File: src/rtl/burst_pkg.sv
// Package: shared command encoding for the burst address sequencer.
// Assumes: consumers decode the four commands exhaustively.
package burst_pkg;
    typedef enum logic [1:0] {
        CMD_HOLD = 2'd0,   // clock enable inactive: nothing moves
        CMD_LOAD = 2'd1,   // capture start address, open burst
        CMD_END  = 2'd2,   // deselect load: close burst
        CMD_ADV  = 2'd3    // step to next beat
    } burst_cmd_e;
endpackage

File: src/rtl/burst_cmd_decode.sv
// Module: turns the sampled control pins into one burst command.
// Assumes: all inputs are synchronous to clk; clock enable has top priority.
module burst_cmd_decode
    import burst_pkg::*;
(
    input  logic       ce_n,
    input  logic       ld_n,
    input  logic       chip_sel,
    output burst_cmd_e cmd
);
    // Priority decode: stall, then load/deselect, then advance.
    always_comb begin
        if (ce_n)
            cmd = CMD_HOLD;
        else if (!ld_n)
            cmd = chip_sel ? CMD_LOAD : CMD_END;
        else
            cmd = CMD_ADV;
    end
endmodule

File: src/rtl/burst_step_ctrl.sv
// Module: keeps the burst-open flag and the beat counter.
// Assumes: the counter width sets the burst length (2**STEP_W beats) and wraps freely.
module burst_step_ctrl
    import burst_pkg::*;
#(
    parameter int STEP_W = 2
) (
    input  logic              clk,
    input  logic              rst_n,
    input  burst_cmd_e        cmd,
    output logic              active,
    output logic [STEP_W-1:0] step
);
    localparam logic [STEP_W-1:0] STEP_ONE = STEP_W'(1);
    localparam logic [STEP_W-1:0] STEP_TOP = {STEP_W{1'b1}};

    // Flag and counter update per command; an idle advance changes nothing.
    always_ff @(posedge clk) begin
        if (!rst_n) begin
            active <= 1'b0;
            step   <= '0;
        end else begin
            unique case (cmd)
                CMD_LOAD: begin
                    active <= 1'b1;
                    step   <= '0;
                end
                CMD_END:  active <= 1'b0;
                CMD_ADV:  if (active) step <= step + STEP_ONE;
                default:  ;
            endcase
        end
    end

    // the last beat of an open burst wraps the counter back to zero
    a_r6_step_wrap: assert property (@(posedge clk) disable iff (!rst_n)
        (cmd == CMD_ADV && active && step == STEP_TOP) |=> (step == '0 && active));

    // an advance with no open burst leaves the counter alone
    a_r9_idle_step: assert property (@(posedge clk) disable iff (!rst_n)
        (cmd == CMD_ADV && !active) |=> $stable(step) && !active);
endmodule

File: src/rtl/burst_order_map.sv
// Module: maps start bits and beat count to the beat's low address bits.
// Assumes: order_il is static while a burst is open; purely combinational.
module burst_order_map #(
    parameter int STEP_W = 2
) (
    input  logic              order_il,
    input  logic [STEP_W-1:0] start_low,
    input  logic [STEP_W-1:0] step,
    output logic [STEP_W-1:0] beat_low
);
    // Linear order adds modulo the burst length; interleaved order flips bits.
    always_comb begin
        if (order_il)
            beat_low = start_low ^ step;
        else
            beat_low = start_low + step;
    end
endmodule

File: src/rtl/burst_addr_gen.sv
// Module: top of the burst address sequencer. Holds the loaded start address
// and builds the current array address from it and the beat counter.
// Assumes: ord_interleave is strapped; ADDR_W > BURST_BITS.
module burst_addr_gen
    import burst_pkg::*;
#(
    parameter int ADDR_W     = 17,
    parameter int BURST_BITS = 2
) (
    input  logic              clk,
    input  logic              rst_n,
    input  logic              ce_n,
    input  logic              ld_n,
    input  logic              chip_sel,
    input  logic              ord_interleave,
    input  logic [ADDR_W-1:0] ext_addr,
    output logic [ADDR_W-1:0] cur_addr,
    output logic              burst_active
);
    localparam int HI_W = ADDR_W - BURST_BITS;
    localparam logic [BURST_BITS-1:0] LOW_ONE = BURST_BITS'(1);

    burst_cmd_e            cmd;
    logic [ADDR_W-1:0]     base_q;
    logic [BURST_BITS-1:0] step;
    logic [BURST_BITS-1:0] beat_low;

    burst_cmd_decode u_dec (
        .ce_n     (ce_n),
        .ld_n     (ld_n),
        .chip_sel (chip_sel),
        .cmd      (cmd)
    );

    burst_step_ctrl #(.STEP_W(BURST_BITS)) u_ctrl (
        .clk    (clk),
        .rst_n  (rst_n),
        .cmd    (cmd),
        .active (burst_active),
        .step   (step)
    );

    // Start address register: captured only on a selected load.
    always_ff @(posedge clk) begin
        if (!rst_n)
            base_q <= '0;
        else if (cmd == CMD_LOAD)
            base_q <= ext_addr;
    end

    burst_order_map #(.STEP_W(BURST_BITS)) u_map (
        .order_il  (ord_interleave),
        .start_low (base_q[BURST_BITS-1:0]),
        .step      (step),
        .beat_low  (beat_low)
    );

    // Output address: loaded upper bits above the sequenced low bits.
    always_comb cur_addr = {base_q[ADDR_W-1:BURST_BITS], beat_low};

    // a selected load shows the external address next cycle
    a_r2_load_addr: assert property (@(posedge clk) disable iff (!rst_n)
        (!ce_n && !ld_n && chip_sel) |=> (cur_addr == $past(ext_addr) && burst_active));

    // a deselect load closes the burst and keeps the address
    a_r8_deselect: assert property (@(posedge clk) disable iff (!rst_n)
        (!ce_n && !ld_n && !chip_sel) |=> (!burst_active && $stable(cur_addr)));

    // a stall freezes both outputs
    a_r10_stall: assert property (@(posedge clk) disable iff (!rst_n)
        ce_n |=> ($stable(cur_addr) && $stable(burst_active)));

    // advances never touch the upper address bits
    a_r7_upper_hold: assert property (@(posedge clk) disable iff (!rst_n)
        (!ce_n && ld_n) |=> (cur_addr[ADDR_W-1 -: HI_W] == $past(cur_addr[ADDR_W-1 -: HI_W])));

    // linear advance of an open burst moves the low bits up by one
    a_r4_linear_step: assert property (@(posedge clk) disable iff (!rst_n)
        (!ce_n && ld_n && burst_active && !ord_interleave && $stable(ord_interleave))
        |=> (cur_addr[BURST_BITS-1:0] == $past(cur_addr[BURST_BITS-1:0]) + LOW_ONE));
endmodule

File: config.mk
export PLATFORM = sky130hd
export DESIGN_NAME = burst_addr_gen
export DESIGN_NICKNAME = d
export VERILOG_FILES = /design/src/rtl/burst_pkg.sv /design/src/rtl/burst_cmd_decode.sv /design/src/rtl/burst_step_ctrl.sv /design/src/rtl/burst_order_map.sv /design/src/rtl/burst_addr_gen.sv
export SDC_FILE = /design/constraint.sdc
export NUM_CORES = 1
export LEC_CHECK = 0
export ABC_AREA = 1
export BUFFER_PORTS_ARGS = -buffer_cell sky130_fd_sc_hd__buf_2
export CAP_MARGIN = 10
export CELL_PAD_IN_SITES_DETAIL_PLACEMENT = 1
export CELL_PAD_IN_SITES_GLOBAL_PLACEMENT = 1
export CORE_MARGIN = 5
export CORE_UTILIZATION = 34
export CTS_CLUSTER_DIAMETER = 100
export DETAILED_ROUTE_END_ITERATION = 7
export GPL_ROUTABILITY_DRIVEN = 0
export PLACE_DENSITY = 0.83
export SLEW_MARGIN = 25
export SYNTH_ARGS = -nofsm -noshare
export SYNTH_HDL_FRONTEND = slang
export SYNTH_SLANG_ARGS = --single-unit
export TNS_END_PERCENT = 20
File: constraint.sdc
create_clock -name clk -period 3.5 [get_ports clk]
set_input_delay 0.525 -clock clk [delete_from_list [all_inputs] [get_ports clk]]
set_output_delay 0.525 -clock clk [all_outputs]
set_load 0.03 [all_outputs]
# Yosys cells after proc, flatten, opt, wreduce, memory -nomap -nowiden
# Index checks and enable logic that the tools add are counted.
# word_totals
register_bits	20
latch_bits	0
ramBits	0
mem_bits_ro	0
in_bits	23
out_inout_bits	18
elab_cells	20
memories	0
# op_classes
n_addsub	2
mul	0
div	0
magnitude_cmp	0
n_eq_ne	4
shifts	0
muxes	7
n_bitwise	1
reduce_logical	3
# ops
op	n
2-bit two-way mux	5
2-bit equality test (second input constant)	2
2-bit case mux with 2 select lines	1
2-bit nonzero test	2
2-bit by 1-bit adder with 2-bit output (second input constant)	1
2-bit adder	1
2-bit by 1-bit equality test with 1-bit output (second input constant)	1
2-bit by 1-bit != test with 1-bit output (second input constant)	1
1-bit case mux with 2 select lines	1
2-bit AND reduction	1
2-bit bitwise XOR	1

# Depth between registers and ports, before layout
# logic_depth
word_depth	6
depth_mapped	8
ltp_nobuf	8

# Hierarchy
# Synthesis repeated with hierarchy kept, for this count alone.
# unflattened
cells_unflattened	170
area_unflattened_um2	1116.1
# by_module_without_submodules
mod	instances	cells_per_inst	area_per_inst_um2	seq_area_each_um2
burst_addr_gen	1	126	854.6	340.3
burst_step_ctrl	1	25	173.9	60.1
burst_order_map	1	15	67.6	0.0
burst_cmd_decode	1	4	20.0	0.0

# Worst setup path before layout
# Ideal clock, no wire load.
# synth_timing
path_type	in2reg
startpoint	input ld_n
endpoint	register base_q[0]
setup_ns	0.116
t_arrival_ns	1.460
required_ns	3.384
setup_slack_ns	1.924
stages	6
n_path_buf	1
cell_sequence	o21ai_0 > inv_1 > ha_1 > clkbuf_2 > o21ai_0 > nor2_1
# synth_between
elab_chain_cells	3
# synth_rtl
element	line	source
from (decl)	burst_addr_gen.sv:13	input logic ld_n,
2-bit two-way mux	burst_cmd_decode.sv:15	else if (!ld_n)
2-bit two-way mux	burst_cmd_decode.sv:13	if (ce_n)
2-bit by 1-bit equality test with 1-bit output	burst_addr_gen.sv:47	else if (cmd == CMD_LOAD)
to (signal assigned)	burst_addr_gen.sv:48	base_q <= ext_addr;
to (decl)	burst_addr_gen.sv:24	logic [ADDR_W-1:0] base_q;
# Every way passes these cells.
# A chain may end at the register's enable or synchronous reset.

# Final worst setup path
# layout_timing
startpoint	register base_q[0]
endpoint	output cur_addr[1]
# layout_between
elab_chain_cells	2
# layout_rtl
element	line	source
2-bit adder	burst_order_map.sv:16	beat_low = start_low + step;
2-bit two-way mux	burst_order_map.sv:13	if (order_il)
to (decl)	burst_addr_gen.sv:17	output logic [ADDR_W-1:0] cur_addr,
# Every way passes these cells.

==> results list <==
- Final routed wirelength across all metal layers: 2.251 mm
- Final clock skew: 0.08132 ps
- The critical path is of the reg -> out type.
- The count of final max-slew check failures is 0.
- Setup repair after global routing left no endpoint under its margin.
- Of the synthesized area, sequential elements account for 0.4194.
- Buffers inserted to repair hold after CTS numbered 0.
- The share of total power dissipated in combinational logic is 0.210.
- The filler cells instantiated in the layout total 361.
- Across the VDD grid, the largest voltage drop is 277.9 uV.
* Status: completed
- Num Clock Sinks: 20
- Worst slew margin relative to its limit: 0.6601
- Reg clk slew, reported paths: 110 ps
* Minimum clock period: 1792 ps
* DP Area: 1052 sq um
- Clock tree root buffer cell: clkbuf_4
* Internal Power: between 0.3 and 0.4 mW
- Static timing analysis puts the maximum clock frequency at 558.0 MHz.
* Worst-path cell with the longest stage delay: dfxtp_1
- Cell count after synthesis: approximately 130
- TritonCTS built the clock tree.
* Worst stage delay on the critical path: 340 ps
- Counting distinct cell types in the post-synthesis netlist gives 15.
* Critical path required time: 2970 ps
- Relative to the synthesized area, the layout overhead comes to 14.02%.
* Initial cell density of the core: 0.3492
* Synth Cell Area: 954.7 sq um
- Broken down by cell family, the worst path's largest delay share belongs to flip-flops.
* Via count of the first global-routing pass: 894
- The share of total power dissipated in the clock network is 0.273.
* Fraction of final layout cells with drive strength greater than 1: 0.2922
* Initial drt markers: 28
- After detailed routing, no signal wire sits above met4.
* Commonest non-fill, non-tap cell in the layout: buf_2
- Horizontal die dimension: around 63 microns
- Data arrival time of the critical path: 1270 ps
- The worst setup path is launched from a flip-flop.
- At the placement stage, the worst setup path has a slack of 1402 ps.
* Number of nets in the layout: 183
- Die Span Y: 62.99 microns
* Row cnt: 19
- For this design the top-level I/O count stands at 41.
- The die covers approximately 4000 sq um.
- Tot GR Track Use: 0.1148
* Number of cells upsized or downsized after cts: 0
* Final worst path period share: 0.5120
- The worst setup path is captured at an output port.
* Via count of the routed design: 848
- Using the TritonRoute via totals, the vias-per-cell ratio works out to 4.584.
* Number of standard cells in the final layout excluding fillers: 185
- Summed over all cells, the static leakage comes to roughly 0.6 nW.
- The number of buffers and inverters on the critical path is 3.
* Met2 wire len: 1.097 mm
- In this run the power spent charging and discharging nets is 0.1473 mW.
- 0 antenna diodes ended up in the layout.
- Count of antenna-violating nets left after detailed routing: 0
- Average wire length per cell after detail routing: ~12 microns
- Summed over all instances, the cell type with the most area after synthesis is dfxtp_1.
- The number of clock buffers added by TritonCTS is 3.
- Number of failing setup endpoints in the final timing report: 0
* Synth warn: 0
* Antenna violations before repair: 0
- First-pass GRT wire length: 3.712 mm
- Sw Ratio: 0.3023
- Entering global routing, the biggest net connects 20 pins.
- Max-cap violations in this run came to 0.
- Synthesized net count: roughly 160
- After detailed routing, the wire length on met1 is 894 microns.
- Leaving out fill and tap cells, the most frequent cells in the layout are buf_2 (40), nor2_1 (36), dfxtp_1 (20), o21ai_0 (17), nand2_1 (12).
* Insertion delay to the later sink of the worst-skew pair: around 300 ps
- Cell Chain, Critical Path: ha_1, nand2_1, inv_1, nand2_1, nand2_1, inv_1, buf_2
- Sequential fraction of design power: 0.517
- Number of setup buffers added after CTS: 0
- Among the stages of the critical path, the cell type that occurs most often is nand2_1.
* Power Density: 447.8 nW/um^2
- Final number of hold-violating endpoints: 0
- In this run, placement finished with an instance count of 181.
- The synthesized design contains 20 register bits.
* Highest fanout seen on the critical path: 2
* Setup slack after layout: ~1700 ps
* Total power draw: 0.4875 mW
- Hold/Removal Path Class: in -> reg
* GRT overflow: 0
- Hpwl dp: ~1.8 mm
* Final standard cell area without fillers: 1089 sq um
- The count of buffers added on input and output ports is 40.
- For this run, design rule violations remaining after detail routing come to 0.
- Area contributors post-synth: dfxtp_1 (42%), nor2_1 (14%), buf_4 (12%)
- For the pin with the worst max-slew slack, the measured transition is 509.9 ps.
- In this run the number of H-tree levels came out at 1.
* Maximum root-to-sink buffer count: 2
- Std-Cell Core Area: 2734 sq um
- Setup total negative slack on the finished layout was measured at 0 ps.
* 1st-pass router iterations: 2
* Avg Inst Size Synth: 7.401 sq um
- Area fraction of the dominant cell type after synthesis: 0.4194
* Total met3 wirelength after detailed routing: roughly 250 microns
layout make-up:
cell class | instances | area (sq um) | share of cell area
timing repair buffer | 40 | 200.2 | 0.1839
multi-input combinational | 78 | 367.9 | 0.3379
sequential | 20 | 400.4 | 0.3678
clock buffer | 4 | 36.28 | 0.03333
inverter | 12 | 45.04 | 0.04138
tap | 31 | 38.79 | 0.03563
synthesized netlist by cell type:
library cell and count:
buf_6 1, o21ai_1 1, buf_4 15, clkbuf_2 1, ha_1 5, nor2_1 36, inv_1 11, inv_2 1
clkbuf_4 1, dfxtp_1 20, a21oi_1 5, nand2_1 12, o21ai_0 17, nand3_1 2, buf_2 1
power by group through the flow:
stage | Combinational (mW) | Sequential (mW) | Clock (mW)
floorplan | 0.0853 | 0.258 | 0
global placement | 0.0994 | 0.257 | 0
detailed placement | 0.104 | 0.258 | 0
CTS | 0.104 | 0.253 | 0.140
global route | 0.112 | 0.254 | 0.156
finish | 0.102 | 0.252 | 0.133
worst min-delay path, stage by stage:
cell and delay, ps:
buf_2 70, nor2_1 30, nor2_1 80
state kept, by name, indices dropped and copies added, names as in the netlist:
| name | cells |
|---|---|
| u_ctrl.step | 2 |
| u_ctrl.active | 1 |
| base_q | 17 |
through the flow:
stage	hold slack, ps	utilization
after floorplan	447.4	-
after global placement	469.9	0.3849
after detailed placement	479.1	0.3849
after CTS	431.3	0.3982
after global routing	422.7	0.3982
final	443.7	0.3982
path summary, 6_finish.rpt:
| path | slack, ps | from | depth (start not counted) | endpoint |
|---|---|---|---|---|
| max | 1710 | base_q[0] | 7 | cur_addr[1] |
| min | 440 | ext_addr[3] | 3 | base_q[3] |
| max reg2reg | 2680 | u_ctrl.active | 4 | u_ctrl.step[1] |
| min reg2reg | 490 | u_ctrl.step[0] | 2 | u_ctrl.step[0] |
per-layer routing:
| metal | global-route usage | vias to the layer above |
|---|---|---|
| met5 | 0 | - |
| met4 | 0.03714 | 0 |
| met3 | 0.06655 | 2 |
| met2 | 0.1910 | 35 |
| met1 | 0.1201 | 377 |
| li1 | - | 434 |
cells by family (layout without fill, tap and decap cells):
family	count (synthesis)	after routing	share of synthesized area
AO/OA/AOI/OAI	23	23	0.1206
AND/OR/NAND/NOR	50	50	0.1992
flip-flops	20	20	0.4194
buffers and inverters	31	56	0.1953
adder cells (fa/ha/maj)	5	5	0.06553
Note: power is estimated with default switching activity, not from simulation.
